## src/rtl/pmon_pkg.sv

```systemverilog
package pmon_pkg;

    localparam int DATA_W = 32;
    localparam int ADDR_W = 2;

    // freeze bit positions (LSB = bit 0)
    localparam int FRZ_ALL_BIT = 31;
    localparam int FRZ_SUP_BIT = 30;
    localparam int FRZ_USR_BIT = 29;
    localparam int FRZ_MK1_BIT = 28;
    localparam int FRZ_MK0_BIT = 27;
    localparam int FRZ_N       = 5;

    // event select fields
    localparam int SEL_A_LSB = 6;
    localparam int SEL_A_W   = 7;
    localparam int SEL_B_LSB = 0;
    localparam int SEL_B_W   = 6;

    typedef enum logic [ADDR_W-1:0] {
        ADDR_CTRL       = 2'd0,
        ADDR_CNT_A      = 2'd1,
        ADDR_CNT_B      = 2'd2,
        ADDR_CTRL_ALIAS = 2'd3
    } pmon_addr_e;

    typedef struct packed {
        logic all;
        logic sup;
        logic usr;
        logic mark_hi;
        logic mark_lo;
    } freeze_t;

    typedef struct packed {
        logic              en;
        logic              wr;
        logic              priv;
        pmon_addr_e        addr;
        logic [DATA_W-1:0] wdata;
    } acc_req_t;

    typedef struct packed {
        logic ctrl_wr;
        logic cnt_a_wr;
        logic cnt_b_wr;
        logic refused;
    } acc_dec_t;

    // slice [4]=bit31 ... [0]=bit27
    function automatic freeze_t unpack_freeze(input logic [FRZ_N-1:0] bits);
        freeze_t f;
        f.all     = bits[FRZ_ALL_BIT-FRZ_MK0_BIT];
        f.sup     = bits[FRZ_SUP_BIT-FRZ_MK0_BIT];
        f.usr     = bits[FRZ_USR_BIT-FRZ_MK0_BIT];
        f.mark_hi = bits[FRZ_MK1_BIT-FRZ_MK0_BIT];
        f.mark_lo = bits[0];
        return f;
    endfunction

    function automatic acc_dec_t decode_access(input acc_req_t r);
        acc_dec_t d;
        logic     priv_ok;
        logic     alias_hit;
        alias_hit  = (r.addr == ADDR_CTRL_ALIAS);
        priv_ok    = r.priv && !alias_hit;
        d.ctrl_wr  = r.en && r.wr && priv_ok && (r.addr == ADDR_CTRL);
        d.cnt_a_wr = r.en && r.wr && priv_ok && (r.addr == ADDR_CNT_A);
        d.cnt_b_wr = r.en && r.wr && priv_ok && (r.addr == ADDR_CNT_B);
        d.refused  = r.en && ((r.wr && !priv_ok) || (!r.wr && !r.priv && !alias_hit));
        return d;
    endfunction

endpackage

```

## src/rtl/pmon_ctrl_reg.sv

```systemverilog
module pmon_ctrl_reg
    import pmon_pkg::*;
(
    input  logic              clk,
    input  logic              rst,
    input  acc_req_t          req,
    output logic [DATA_W-1:0] ctrl,
    output logic              wr_cnt_a,
    output logic              wr_cnt_b,
    output logic              priv_err
);
    acc_dec_t dec;

    always_comb dec = decode_access(req);

    assign wr_cnt_a = dec.cnt_a_wr;
    assign wr_cnt_b = dec.cnt_b_wr;

    always_ff @(posedge clk) begin
        if (rst) begin
            ctrl     <= '0;
            priv_err <= 1'b0;
        end else begin
            if (dec.ctrl_wr) ctrl <= req.wdata;
            priv_err <= dec.refused;
        end
    end
endmodule

```

## src/rtl/pmon_freeze.sv

```systemverilog
module pmon_freeze
    import pmon_pkg::*;
(
    input  freeze_t frz,
    input  logic    user_mode,
    input  logic    proc_mark,
    output logic    count_en
);
    logic [FRZ_N-1:0] cause;

    always_comb begin
        cause[0] = frz.all;
        cause[1] = frz.sup && !user_mode;
        cause[2] = frz.usr && user_mode;
        cause[3] = frz.mark_hi && proc_mark;
        cause[4] = frz.mark_lo && !proc_mark;
        count_en = ~|cause;
    end
endmodule

```

## src/rtl/pmon_counter.sv

```systemverilog
module pmon_counter
    import pmon_pkg::*;
#(
    parameter int SEL_W = 6,
    parameter int EVT_W = 8
) (
    input  logic              clk,
    input  logic              rst,
    input  logic              count_en,
    input  logic [SEL_W-1:0]  sel,
    input  logic [EVT_W-1:0]  evts,
    input  logic              wr_en,
    input  logic [DATA_W-1:0] wdata,
    output logic [DATA_W-1:0] cnt
);
    logic [EVT_W-1:0] match;
    logic             hit;

    // select k in 1..EVT_W follows line k-1; anything else matches nothing
    for (genvar k = 0; k < EVT_W; k++) begin : g_match
        assign match[k] = (sel == SEL_W'(k + 1)) && evts[k];
    end

    assign hit = |match;

    always_ff @(posedge clk) begin
        if (rst) begin
            cnt <= '0;
        end else if (wr_en) begin
            cnt <= wdata;
        end else if (count_en && hit) begin
            cnt <= cnt + DATA_W'(1);
        end
    end
endmodule

```

## src/rtl/perfmon_gate.sv

```systemverilog
module perfmon_gate
    import pmon_pkg::*;
#(
    parameter int EVT_W = 8
) (
    input  logic              clk,
    input  logic              rst,
    input  logic              acc_en,
    input  logic              acc_wr,
    input  logic              acc_priv,
    input  logic [1:0]        acc_addr,
    input  logic [31:0]       acc_wdata,
    output logic [31:0]       acc_rdata,
    input  logic              user_mode,
    input  logic              proc_mark,
    input  logic [EVT_W-1:0]  evt_a,
    input  logic [EVT_W-1:0]  evt_b,
    output logic [31:0]       ctrl_q,
    output logic [31:0]       cnt_a,
    output logic [31:0]       cnt_b,
    output logic              priv_err
);
    acc_req_t          req;
    freeze_t           frz;
    logic              count_en;
    logic              wr_a;
    logic              wr_b;
    logic [DATA_W-1:0] ctrl;

    always_comb begin
        req.en    = acc_en;
        req.wr    = acc_wr;
        req.priv  = acc_priv;
        req.addr  = pmon_addr_e'(acc_addr);
        req.wdata = acc_wdata;
    end

    pmon_ctrl_reg u_ctrl (
        .clk      (clk),
        .rst      (rst),
        .req      (req),
        .ctrl     (ctrl),
        .wr_cnt_a (wr_a),
        .wr_cnt_b (wr_b),
        .priv_err (priv_err)
    );

    assign frz = unpack_freeze(ctrl[FRZ_ALL_BIT:FRZ_MK0_BIT]);

    pmon_freeze u_frz (
        .frz       (frz),
        .user_mode (user_mode),
        .proc_mark (proc_mark),
        .count_en  (count_en)
    );

    pmon_counter #(.SEL_W(SEL_A_W), .EVT_W(EVT_W)) u_cnt_a (
        .clk      (clk),
        .rst      (rst),
        .count_en (count_en),
        .sel      (ctrl[SEL_A_LSB +: SEL_A_W]),
        .evts     (evt_a),
        .wr_en    (wr_a),
        .wdata    (acc_wdata),
        .cnt      (cnt_a)
    );

    pmon_counter #(.SEL_W(SEL_B_W), .EVT_W(EVT_W)) u_cnt_b (
        .clk      (clk),
        .rst      (rst),
        .count_en (count_en),
        .sel      (ctrl[SEL_B_LSB +: SEL_B_W]),
        .evts     (evt_b),
        .wr_en    (wr_b),
        .wdata    (acc_wdata),
        .cnt      (cnt_b)
    );

    assign ctrl_q = ctrl;

    always_comb begin
        acc_rdata = '0;
        if (acc_en && !acc_wr) begin
            unique case (req.addr)
                ADDR_CTRL_ALIAS: acc_rdata = ctrl;
                ADDR_CTRL:       acc_rdata = acc_priv ? ctrl  : '0;
                ADDR_CNT_A:      acc_rdata = acc_priv ? cnt_a : '0;
                ADDR_CNT_B:      acc_rdata = acc_priv ? cnt_b : '0;
                default:         acc_rdata = '0;
            endcase
        end
    end
endmodule

```

## config.mk

```make
export PLATFORM = sky130hd
export DESIGN_NAME = perfmon_gate
export DESIGN_NICKNAME = d
export VERILOG_FILES = /design/src/rtl/pmon_pkg.sv /design/src/rtl/pmon_ctrl_reg.sv /design/src/rtl/pmon_freeze.sv /design/src/rtl/pmon_counter.sv /design/src/rtl/perfmon_gate.sv
export SDC_FILE = /design/constraint.sdc
export NUM_CORES = 1
export LEC_CHECK = 0
export BUFFER_PORTS_ARGS = -buffer_cell sky130_fd_sc_hd__buf_2
export CORE_MARGIN = 2
export CORE_UTILIZATION = 44
export DETAILED_ROUTE_END_ITERATION = 10
export PLACE_DENSITY_LB_ADDON = 0.08
export REMOVE_ABC_BUFFERS = 1
export SETUP_SLACK_MARGIN = 0.1
export SLEW_MARGIN = 20
export SYNTH_ARGS = -nofsm -noshare
export SYNTH_HDL_FRONTEND = slang
export SYNTH_SLANG_ARGS = --single-unit
```

## constraint.sdc

```tcl
create_clock -name clk -period 2.9 [get_ports clk]
set_clock_uncertainty 0.1 [all_clocks]
set_input_delay 0.29 -clock clk [delete_from_list [all_inputs] [get_ports clk]]
set_output_delay 0.29 -clock clk [all_outputs]
set_load 0.02 [all_outputs]
```

**Yosys cells after proc, flatten, opt, wreduce, memory -nomap -nowiden**

Index checks and enable logic that the tools add are counted.

- Output and inout port bits: 129
- Bits of input ports: 57
- Flip-flop bits (word level): 97

- Add/sub/neg operators: 2
- Reductions and logical operators: 47
- Equal/unequal tests: 19
- Multiplexer cells: 9

Operator list:

| cell | number |
|---|---|
| 32-bit 2-to-1 mux | 8 |
| 32-bit case mux with 4 select lines | 1 |
| 32-bit by 1-bit adder with 32-bit output, second input constant | 2 |
| 1-bit logical AND | 33 |
| 7-bit by 3-bit equality test with 1-bit output, second input constant | 4 |
| 6-bit by 3-bit equality test with 1-bit output, second input constant | 4 |
| 8-bit OR reduction | 2 |
| 7-bit by 2-bit equality test with 1-bit output, second input constant | 2 |
| 6-bit by 2-bit equality test with 1-bit output, second input constant | 2 |
| 7-bit by 1-bit equality test with 1-bit output, second input constant | 1 |
| 7-bit by 4-bit equality test with 1-bit output, second input constant | 1 |
| 1-bit zero test | 7 |
| 6-bit by 1-bit equality test with 1-bit output, second input constant | 1 |
| 6-bit by 4-bit equality test with 1-bit output, second input constant | 1 |
| 5-bit OR reduction | 1 |
| 2-bit equality test, second input constant | 2 |
| 2-bit nonzero test | 2 |
| 2-bit by 1-bit equality test with 1-bit output, second input constant | 1 |
| 2-bit zero test | 1 |
| 1-bit logical OR | 1 |

**Logic depth before layout (Yosys ltp)**

- Depth in word-level cells: 7
- Depth in mapped cells: 9
- Depth with buffers taken out: 6

**Hierarchy**

From an unflattened synthesis, not the netlist that was laid out.

- Cells, all modules: 844
- Area, all modules: 7003.0 um^2

Modules (own cells, without submodules):

| module | cells each | area an instance (um^2) | instances |
|---|---|---|---|
| pmon_counter (u_cnt_b) | 284 | 2222.1 | 1 |
| pmon_counter (u_cnt_a) | 257 | 2094.5 | 1 |
| pmon_ctrl_reg | 146 | 1512.7 | 1 |
| perfmon_gate | 154 | 1124.8 | 1 |
| pmon_freeze | 3 | 48.8 | 1 |

**Worst setup path before layout**

No wires, ideal clock.

- Path kind: register -> register
- From: register u_ctrl.ctrl[1]
- To: register u_cnt_b.cnt[31]
- Data arrival time: 2032 ps
- Data required time: 2709 ps
- Clock period less this slack: 2222 ps
- Cell stages (with the launch flop): 9
- Buffers on the path: 2
- Setup slack: 678 ps
- Cells stage by stage: dfxtp_1 -> buf_6 -> mux2i_1 -> mux4_2 -> o22ai_2 -> buf_6 -> nand3_1 -> or3_1 -> a311oi_1

- Cells in the longest elaborated chain, start to end: 5

RTL lines:

| element | RTL line | text |
|---|---|---|
| from (decl) | pmon_ctrl_reg.sv:7 | `output logic [DATA_W-1:0] ctrl,` |
| from (signal assigned) | pmon_ctrl_reg.sv:24 | `if (dec.ctrl_wr) ctrl <= req.wdata;` |
| 6-bit by 1-bit equality test with 1-bit output, or another cell as far along | pmon_counter.sv:21 | `assign match[k] = (sel == SEL_W'(k + 1)) && evts[k];` |
| 1-bit logical AND | pmon_counter.sv:21 |  |
| 8-bit OR reduction * | pmon_counter.sv:24 | `assign hit = \|match;` |
| 1-bit logical AND * | pmon_counter.sv:31 | `end else if (count_en && hit) begin` |
| 2-bit nonzero test (no source line) * | - |  |
| to (signal assigned) | pmon_counter.sv:30 | `cnt <= wdata;` |
| to (signal assigned) | pmon_counter.sv:32 | `cnt <= cnt + DATA_W'(1);` |
| to (decl) | pmon_counter.sv:14 | `output logic [DATA_W-1:0] cnt` |

Mark *: on every way between the ends. The rest lies on a longest branch, timed or not.
A chain may end at the register's enable or synchronous reset.

**Final worst setup path**

- From: register u_ctrl.ctrl[10]
- To: register u_cnt_a.cnt[26]

- Cells in the longest elaborated chain, start to end: 5

RTL lines:

| element | RTL line |
|---|---|
| 7-bit by 1-bit equality test with 1-bit output, or another cell as far along | pmon_counter.sv:21 |
| 1-bit logical AND | pmon_counter.sv:21 |
| 8-bit OR reduction * | pmon_counter.sv:24 |
| 1-bit logical AND * | pmon_counter.sv:31 |
| 2-bit nonzero test (no source line) * | - |
| to (signal assigned) | pmon_counter.sv:30 |
| to (signal assigned) | pmon_counter.sv:32 |
| to (decl) | pmon_counter.sv:14 |

Marked as above.

==> flow_summary.json <==
{
  "outcome": "finished clean",
  "io_pins": 186,
  "grtUsageTotal": 0.274,
  "coreArea_um2": 12500,
  "maxCapViolCount": 0,
  "wl_met1_um": 8140,
  "die_w_um": 117,
  "holdPathStages": 3,
  "cp_data_required_time_ps": 3060,
  "hpwl_um": 13700,
  "wl_um": 19000,
  "power_density_nw_per_um2": 433,
  "vias_per_cell": 5.72,
  "stdcell_count": 1046,
  "clock_latency_ps": 350,
  "num_vias": 5979,
  "wl_per_cell_um": 18.1,
  "fmax_mhz": 396,
  "finalNetCount": 927,
  "p_leak_nw": 2.98,
  "cts_hold_buffers": 0,
  "drc": 0,
  "r2r_start": "u_ctrl.ctrl[10]",
  "ys_warn_count": 0,
  "syn2layout_area_growth_pct": 25.0,
  "synth-seq-cells": 97,
  "cp.arrival_ps": 2680,
  "hold_class": "in2reg",
  "yosysSeqAreaShare": 0.347,
  "grt_remaining_overflow": 0,
  "r2r_slack_ps": 380,
  "place.gp.congestion": 0.838,
  "root_buffer": "clkbuf_16",
  "hold_end": "u_ctrl.priv_err",
  "wl_met2_um": 9180,
  "peakVddDrop_v": 0.000188,
  "crit_path_end_kind": "flip-flop",
  "synthCells": 711,
  "rr_worst_depth": 6,
  "grt_antenna_before_repair": 1,
  "final_common_cell": "buf_2",
  "seq_area_um2": 1940,
  "yosys.area.top_type": "dfxtp_1",
  "port_buffers": 185,
  "clk_pin_slew_ps": 70,
  "worstHoldStart": "acc_en",
  "reg2reg_to": "u_cnt_a.cnt[26]",
  "critPathTopFamily": "simple AND/OR/NAND/NOR gates",
  "start_util": 0.448,
  "drive_gt1_frac": 0.268,
  "cts_buffers": 9,
  "cts_buffer_depth": 2,
  "highest_layer": "met4",
  "critPathMaxStageDelay_ps": 640,
  "setup_viol": 0,
  "worst_pin_slew_ps": 714,
  "netlist_area_um2": 5600,
  "grt_pass1_vias": 5582,
  "syn_area_per_cell_um2": 7.88,
  "synth_cell_types": 38,
  "slew_headroom": 0.524,
  "cts-htree-levels": 3,
  "die-area_um2": 13600,
  "cts.repair.resized": 0,
  "dp.cells": 1029,
  "drt-initial-drc-count": 376,
  "slowest_stage": "nor4_1",
  "core.rowCount": 41,
  "num-fill-cells": 1233,
  "maxSlewViolCount": 0,
  "rsz0062_at_grt": "false",
  "synthTopCellsByArea": "dfxtp_1 35%, xor2_1 8.6%, a211oi_1 7.6%, nor2_1 6.7%, nand2_1 5.9%",
  "finalCriticalPeriod_ps": 2520,
  "cts_tree": "built",
  "start_kind": "flip-flop",
  "finalSetupTns_ps": 0,
  "die_h_um": 117,
  "critPathKind": "reg2reg",
  "cts_setup_buffers": 0,
  "grt_pass1_wl_um": 29100,
  "cp_max_fo": 7,
  "crit_chain": "nor4_1 -> nand3_1 -> o22ai_2 -> nand4b_2 -> or3_1 -> a311oi_1",
  "hold_viol": 0,
  "synth.top_cell.area_share": 0.347,
  "wl_met3_um": 1140,
  "clock-sinks": 97,
  "drt_pass1_iterations": 5,
  "ant_nets": 0,
  "path_buf_inv": 0,
  "finalCritPeriodShare": 0.870,
  "final_cell_mix": "185 x buf_2, 100 x nor2_1, 97 x dfxtp_1",
  "multi_input_area_um2": 3370,
  "grt_max_degree": 69
}
-- worst min-delay path, stage by stage --
cell and delay (ps):
buf_2 110, inv_1 40, a2111oi_0 40
-- sequential cells by signal, summed over array words and instances, names as in the netlist --
signal / flops
u_cnt_a.cnt: 32
u_cnt_b.cnt: 32
u_ctrl.ctrl: 32
u_ctrl.priv_err: 1
-- synthesized netlist by cell type --
cell type	number
dfxtp_1	97
a2111oi_0	1
mux2i_1	9
and4b_1	2
buf_2	2
nand4b_2	1
or3_1	5
a211oi_1	57
nand3_1	28
nor3_2	1
and4_1	6
nand2_1	88
mux4_2	2
a311oi_1	5
a22oi_1	34
ha_1	2
nand4b_1	4
o22ai_2	2
nor3_1	3
buf_1	3
clkbuf_1	51
nor4b_1	2
xor2_1	55
a22o_1	32
inv_1	2
xnor2_1	1
and2_1	11
a21oi_1	35
nand2b_1	3
and3_1	16
nand4_1	33
and2_0	1
buf_6	6
o21ai_0	6
nor4_1	2
nor2b_1	2
buf_4	1
nor2_1	100
-- worst max path at each step --
stage                    startpoint         endpoint  slack, ps  depth (start not counted)
CTS                 u_ctrl.ctrl[10]  u_cnt_a.cnt[26]        420                          6
global placement    u_ctrl.ctrl[10]  u_cnt_a.cnt[22]        470                          7
finish              u_ctrl.ctrl[10]  u_cnt_a.cnt[26]        380                          6
floorplan               acc_addr[1]  u_cnt_b.cnt[24]       -660                          4
global route         u_cnt_b.cnt[2]  u_cnt_b.cnt[24]        220                          7
detailed placement  u_ctrl.ctrl[10]  u_cnt_a.cnt[26]        440                          6
-- final cells by class --
cell class / count / area share
timing repair buffer: 209 / 0.162
sequential: 97 / 0.277
inverter: 2 / 0.00107
antenna: 1 / 0.000357
clock buffer: 12 / 0.0366
multi-input combinational: 549 / 0.482
tap: 172 / 0.0307
clock inverter: 4 / 0.0105
-- cells by family after synthesis --
logic type	after synthesis	synth area share
AND/OR/NAND/NOR	308	0.262
AO/OA/AOI/OAI	172	0.222
flip-flops	97	0.347
buffers and inverters	65	0.0527
XOR/XNOR	56	0.0876
multiplexers	11	0.0241
adder cells (fa/ha/maj)	2	0.00447
-- metal layers --
layer	global-route usage	up-vias
met4	0.124	0
li1	-	2895
met1	0.351	2853
met5	0	-
met2	0.464	196
met3	0.0345	35
-- stage by stage --
step	total power, mW	util	worst slack (ps)	hold slack [ps]	cell area (um2)
after floorplan	1.54	-	-656	259	5310
after global placement	1.72	0.533	470	356	6670
after detailed placement	1.72	0.533	442	364	6670
after CTS	3.05	0.559	425	75.1	7000
after global routing	3.13	0.559	224	110	7000
final	3.03	0.559	376	82.4	7000
-- where the power goes --
group          internal (mW)  leakage (nW)  total, mW  switching (mW)
Combinational          0.102          2.03      0.302           0.199
Clock                  0.806         0.163       1.34           0.531
Sequential              1.36         0.784       1.39          0.0369
Total                   2.27          2.98       3.03           0.767
Power figures use the tool's default switching activity.
